**src/rtl/dac_loader_pkg.sv**
```systemverilog
package dac_loader_pkg;
  typedef struct packed {
    logic shiftEn;
    logic loadEn;
  } dacStrobes_t;
endpackage

```
**src/rtl/dac_sync.sv**
```systemverilog
module dac_sync #(
  parameter int WIDTH = 3,
  parameter int STAGES = 2,
  parameter logic [WIDTH-1:0] RESET_VAL = '0
) (
  input  logic             clk,
  input  logic             rstN,
  input  logic [WIDTH-1:0] din,
  output logic [WIDTH-1:0] dout
);
  logic [WIDTH-1:0] stage [STAGES];

  always_ff @(posedge clk or negedge rstN) begin
    if (!rstN) begin
      for (int i = 0; i < STAGES; i++) stage[i] <= RESET_VAL;
    end else begin
      stage[0] <= din;
      for (int i = 1; i < STAGES; i++) stage[i] <= stage[i-1];
    end
  end

  assign dout = stage[STAGES-1];
endmodule

```
**src/rtl/dac_loader_ctrl.sv**
```systemverilog
module dac_loader_ctrl
  import dac_loader_pkg::*;
(
  input  logic        clk,
  input  logic        rstN,
  input  logic        sclkS,
  input  logic        selS,
  output dacStrobes_t strobes
);
  logic sclkPrev;
  logic selPrev;

  // Select idles high, so the previous-value register starts high and reset
  // never looks like a load edge.
  always_ff @(posedge clk or negedge rstN) begin
    if (!rstN) begin
      sclkPrev <= 1'b0;
      selPrev  <= 1'b1;
    end else begin
      sclkPrev <= sclkS;
      selPrev  <= selS;
    end
  end

  // A clock edge counts only while select is low. A clock edge seen in the
  // same sample as a select rise is dropped, so the load gets clean data.
  always_comb begin
    strobes.shiftEn = sclkS & ~sclkPrev & ~selS;
    strobes.loadEn  = selS & ~selPrev;
  end
endmodule

```
**src/rtl/dac_loader_dp.sv**
```systemverilog
module dac_loader_dp
  import dac_loader_pkg::*;
#(
  parameter int CHAN_W = 12,
  parameter int NUM_CH = 4,
  localparam int FRAME_W = CHAN_W * NUM_CH
) (
  input  logic               clk,
  input  logic               rstN,
  input  logic               clrN,
  input  dacStrobes_t        strobes,
  input  logic               sdiS,
  output logic [FRAME_W-1:0] shiftReg,
  output logic [FRAME_W-1:0] codesFlat
);
  logic holdRstN;
  assign holdRstN = rstN & clrN;

  always_ff @(posedge clk or negedge rstN) begin
    if (!rstN)                shiftReg <= '0;
    else if (strobes.shiftEn) shiftReg <= {shiftReg[FRAME_W-2:0], sdiS};
  end

  // Channel 0 (A) arrives first and so ends up in the top field.
  for (genvar ch = 0; ch < NUM_CH; ch++) begin : g_hold
    localparam int TOP = FRAME_W - 1 - ch * CHAN_W;
    logic [CHAN_W-1:0] holdReg;
    always_ff @(posedge clk or negedge holdRstN) begin
      if (!holdRstN)           holdReg <= '0;
      else if (strobes.loadEn) holdReg <= shiftReg[TOP -: CHAN_W];
    end
    assign codesFlat[TOP -: CHAN_W] = holdReg;
  end
endmodule

```
**src/rtl/quad_dac_loader.sv**
```systemverilog
module quad_dac_loader
  import dac_loader_pkg::*;
#(
  parameter int CHAN_W = 12,
  parameter int SYNC_STAGES = 2
) (
  input  logic              clk,
  input  logic              rstN,
  input  logic              clrN,
  input  logic              sclkIn,
  input  logic              sdiIn,
  input  logic              selN,
  output logic              sdoOut,
  output logic [CHAN_W-1:0] codeA,
  output logic [CHAN_W-1:0] codeB,
  output logic [CHAN_W-1:0] codeC,
  output logic [CHAN_W-1:0] codeD
);
  localparam int NUM_CH = 4;
  localparam int FRAME_W = CHAN_W * NUM_CH;
  localparam logic [2:0] SYNC_RST = 3'b100; // {sel, sclk, sdi}

  logic [2:0]         syncOut;
  logic               selS, sclkS, sdiS;
  dacStrobes_t        strobes;
  logic [FRAME_W-1:0] shiftReg;
  logic [FRAME_W-1:0] codesFlat;

  dac_sync #(.WIDTH(3), .STAGES(SYNC_STAGES), .RESET_VAL(SYNC_RST)) u_sync (
    .clk(clk), .rstN(rstN), .din({selN, sclkIn, sdiIn}), .dout(syncOut)
  );
  assign {selS, sclkS, sdiS} = syncOut;

  dac_loader_ctrl u_ctrl (
    .clk(clk), .rstN(rstN), .sclkS(sclkS), .selS(selS), .strobes(strobes)
  );

  dac_loader_dp #(.CHAN_W(CHAN_W), .NUM_CH(NUM_CH)) u_dp (
    .clk(clk), .rstN(rstN), .clrN(clrN), .strobes(strobes), .sdiS(sdiS),
    .shiftReg(shiftReg), .codesFlat(codesFlat)
  );

  assign sdoOut = shiftReg[FRAME_W-1];
  assign codeA = codesFlat[4*CHAN_W-1 -: CHAN_W];
  assign codeB = codesFlat[3*CHAN_W-1 -: CHAN_W];
  assign codeC = codesFlat[2*CHAN_W-1 -: CHAN_W];
  assign codeD = codesFlat[CHAN_W-1 -: CHAN_W];
endmodule

```
**config.mk**
```make
export PLATFORM = sky130hd
export DESIGN_NAME = quad_dac_loader
export DESIGN_NICKNAME = d
export VERILOG_FILES = /design/src/rtl/dac_loader_pkg.sv /design/src/rtl/dac_sync.sv /design/src/rtl/dac_loader_ctrl.sv /design/src/rtl/dac_loader_dp.sv /design/src/rtl/quad_dac_loader.sv
export SDC_FILE = /design/constraint.sdc
export NUM_CORES = 1
export LEC_CHECK = 0
export ABC_AREA = 0
export CAP_MARGIN = 15
export CORE_MARGIN = 4
export CORE_UTILIZATION = 33
export DETAILED_ROUTE_END_ITERATION = 8
export DONT_BUFFER_PORTS = 1
export GPL_TIMING_DRIVEN = 0
export PLACE_DENSITY = 0.59
export SLEW_MARGIN = 20
export SYNTH_ARGS = -nofsm -noshare
export SYNTH_HDL_FRONTEND = slang
export SYNTH_SLANG_ARGS = --single-unit
```
**constraint.sdc**
```tcl
create_clock -name clk -period 1.55 [get_ports clk]
set_input_delay 0.155 -clock clk [delete_from_list [all_inputs] [get_ports clk]]
set_output_delay 0.155 -clock clk [all_outputs]
set_load 0.03 [all_outputs]
```
Yosys cells after proc, flatten, opt, wreduce, memory -nomap -nowiden
Cells that the tools add are included.

Bits in registers: 104. Output and inout bits: 49. Logic and storage cells: 16. Input bits: 6.

Bitwise operators: 7.

Operators with widths (number): 1-bit bitwise AND (4); 1-bit NOT (3).

Logic depth before layout (Yosys ltp)
Depth in word-level cells: 3. Depth in mapped cells: 4. Depth with buffers taken out: 2.

Hierarchy
From an unflattened synthesis, not the netlist that was laid out.

Cells, all modules: 216. Area, all modules: 3975.1 µm².

By module, submodules not included: dac_loader_dp (times used 1, cells each 203, area each 3727.3 µm², sequential area each 2402.3 µm²); dac_sync (times used 1, cells each 9, area each 175.2 µm², sequential area each 152.6 µm²); dac_loader_ctrl (times used 1, cells each 4, area each 72.6 µm², sequential area each 51.3 µm²).

Worst setup path after synthesis
No wires, ideal clock.

Path kind: reg2reg. Start: reg u_sync.stage, in the netlist u_sync.dout[2]. End: reg u_dp.g_hold[0].holdReg[10]. Buffers on the path: 2. Stages on the path, launching flop included: 5. Period minus slack after synthesis: 1.437 ns. Slack: 0.113 ns. Arrival: 1.312 ns. Setup time: 0.125 ns. Required time: 1.425 ns. Cells stage by stage: dfstp_2 nor2b_2 buf_4 buf_6 mux2_2.

Word-level cells in the longest chain between the ends: 1.

Ends and longest elaborated chain: start: declaration (line dac_sync.sv:11) `logic [WIDTH-1:0] stage [STAGES];`; 1-bit bitwise AND (line dac_loader_ctrl.sv:29) `strobes.loadEn = selS & ~selPrev;`; end signal: assignment (line dac_loader_dp.sv:30) `else if (strobes.loadEn) holdReg <= shiftReg[TOP -: CHAN_W];`; end: declaration (line dac_loader_dp.sv:27) `logic [CHAN_W-1:0] holdReg;`.

No other way between the ends. A chain may end at the register's enable or synchronous reset.

Worst setup path in the final report
Start: reg u_sync.stage, in the netlist u_sync.dout[2]. End: reg u_dp.g_hold[1].holdReg[10].

Word-level cells in the longest chain between the ends: 1.

Ends and longest elaborated chain (line): 1-bit bitwise AND (dac_loader_ctrl.sv:29); end signal: assignment (dac_loader_dp.sv:30); end: declaration (dac_loader_dp.sv:27).

No other way between the ends.

==> metrics.md <==
| Metric | Value |
|---|---|
| Pwr dens | 1320 mW/mm² |
| Most common cell after layout, fill and taps aside | dfrtp_1 |
| Hold Violations, Final | 0 |
| Initial Util | 34.3% |
| Worst setup EP type | register |
| CP Class | reg -> reg |
| H-tree depth | 3 |
| Worst Path Buf+Inv | 2 |
| Slew of the pin with the lowest slew margin | 630 ps |
| ANT nets after route | 0 |
| Num rows | 38 |
| Worst Path Max Fanout | 10 |
| Clock latency on the worst-skew pair | 340 ps |
| DR pass1 iterations | 3 |
| First-pass GRT wire length | 10.7 mm |
| Largest stage delay, worst path | 570 ps |
| Yosys cell types | 11 |
| DR vias/cell | 4.73 |
| Delay-heaviest family, CP | flip-flops |
| Clk buf depth | 2 |
| Sinks on Clock Net | 104 |
| Final setup fails | 0 |
| Mean Syn Cell Area | 17.9 µm² |
| Cells on worst reg2reg path | 4 |
| CORE AREA | 0.0111 mm² |
| Nets | 240 |
| Layout cells sized above 1 | 46.4% |
| Synthesized area | 0.00380 mm² |
| Total gr overflow | 0 |
| Status | finished clean |
| Leak | 0.00222 µW |
| Post-route design area | 0.00447 mm² |
| Routed WL | 6.43 mm |
| Critical-path cell list | nor2b_4, buf_6, buf_12, mux2_2 |
| Max Fclk | 665 MHz |
| Crit path time final | 1500 ps |
| Register bit count reported by yosys | 104 |
| Critical path launch point type | register |
| Die X | 115 µm |
| Ports | 55 |
| Hold path depth | 0 |
| 1st-iter DRT viols | 95 |
| Worst VDD drop | 0.000665 V |
| Rel. slew slack | 58.0% |
| Total die area | 0.0133 mm² |
| Area delta synth->final | 17.5% |
| Die Ht | 115 µm |
| Antenna Cells | 0 |
| Fin Setup TNS | 0 ps |
| Global-route usage over all layers | 10.6% |
| Final Slew Violations | 0 |
| Vias in the first global route | 2,019 |
| WL per Instance | 17.0 µm |
| GPL Wtd Cong | 0.645 |
| Seq/Total Area, Yosys | 68.5% |
| Most frequent cells in the layout | dfrtp_1 (101), mux2_2 (66), mux2_1 (20) |
| Initial antenna violation count | 0 |
| Crit path required time | 1770 ps |
| Drt drc | 0 |
| Hpwl dp | 3.93 mm |
| Final Cycle Share | 96.9% |
| HP Class | reg -> reg |
| Worst path arrival time | 1720 ps |
| Synth Instances | 213 |
| Final setup skew | 5.34 ps |
| CTS Root Buffer Type | clkbuf_16 |
| Port bufs | 0 |
| Total of warnings raised by yosys | 0 |
| Cell count along the critical path | 4 |
| CTS tree | yes |
| RSZ-0062 raised after global routing | true |
| Area post-placement | 0.00398 mm² |
| Slowest CP cell | dfstp_2 |
| Total CTS buffers | 9 |
| Syn Nets | 219 |
| Maxcap violations | 0 |
| DR vias | 1,792 |
| Largest net degree at the start of global routing | 58 |
| CTS clk-pin slew, worst paths | 60 ps |
-- cell usage after synthesis, drive strengths merged --
cell   number  share of area (%)
dfrtp     101                 66
dfstp       3                2.1
and2        1               0.16
buf        10                2.3
nor3b       1               0.33
nor2b       1               0.23
mux2       96                 28
-- through the flow --
stage	hold slack, ps	setup WS (ps)	util (%)	std cells	power, µW
after floorplan	-141	113	-	213	3550
after global placement	-139	-101	35.9	353	3640
after detailed placement	-139	-113	35.9	353	3650
after CTS	334	25.7	39.7	378	6000
after global routing	348	-29.5	40.3	379	6190
final	349	47.3	40.3	379	5910
-- area by class of cell --
cell class	count	area (µm²)
Timing Repair Buffer	9	100
Multi-Input combinational cell	100	1170
Fill cell	1017	6610
Clock inverter	3	40.0
Clock buffer	13	260
Buffer	10	118
Tap cell	140	175
Sequential cell	104	2610
-- report_power, final --
group          total [µW]  switching, µW  internal, µW
sequential           3270            345          2920
combinational         381            154           227
clock                2260            922          1340
total                5910           1420          4490
-- routing by layer --
metal	global-route usage, %	vias up	wire (µm)
li1	-	791	-
met1	13.6	948	2910
met2	15.7	41	2980
met3	4.79	12	426
met4	3.99	0	119
met5	0	-	0
-- repair_timing --
| item | CTS | global route |
|---|---|---|
| pin swaps | 0 | 1 |
| hold endpoints to repair | 107 | 0 |
| hold buffers | 6 | 0 |
| gates cloned | 0 | 1 |
| resized for setup | 3 | 17 |
| buffers inserted | 3 | 0 |
| endpoints found under the setup margin | 21 | 82 |
-- registers in the layout (all words and copies together) (netlist names) --
| name | cells |
|---|---|
| u_ctrl.sclkPrev | 1 |
| u_ctrl.selPrev | 1 |
| u_dp.g_hold.holdReg | 48 |
| u_dp.shiftReg | 48 |
| u_sync.dout | 3 |
| u_sync.stage | 3 |
-- worst paths after layout --
| path | from | to | slack [ps] |
|---|---|---|---|
| worst max-delay path | u_sync.dout[2] | u_dp.g_hold[1].holdReg[10] | 50 |
| worst min-delay path | u_sync.stage[3] | u_sync.dout[0] | 350 |
| worst max register to register | u_sync.dout[2] | u_dp.g_hold[1].holdReg[10] | 50 |
| worst min register to register | u_sync.stage[3] | u_sync.dout[0] | 350 |
| max in group asynchronous | rstN | u_dp.g_hold[1].holdReg[2] | 210 |
| min in group asynchronous | rstN | u_dp.shiftReg[43] | 380 |
-- worst register-to-register path: stages (launching register included) --
cell	delay (ps)
dfstp_2	570
nor2b_4	190
buf_6	150
buf_12	150
mux2_2	330
-- kinds of logic after synthesis --
kind of cell | count (synthesis) | share of synthesized area (%)
buf+inv | 10 | 2.30
flops | 104 | 68.5
mux | 96 | 28.4
simple gates | 3 | 0.724
Note: power is estimated with default switching activity, not from simulation.
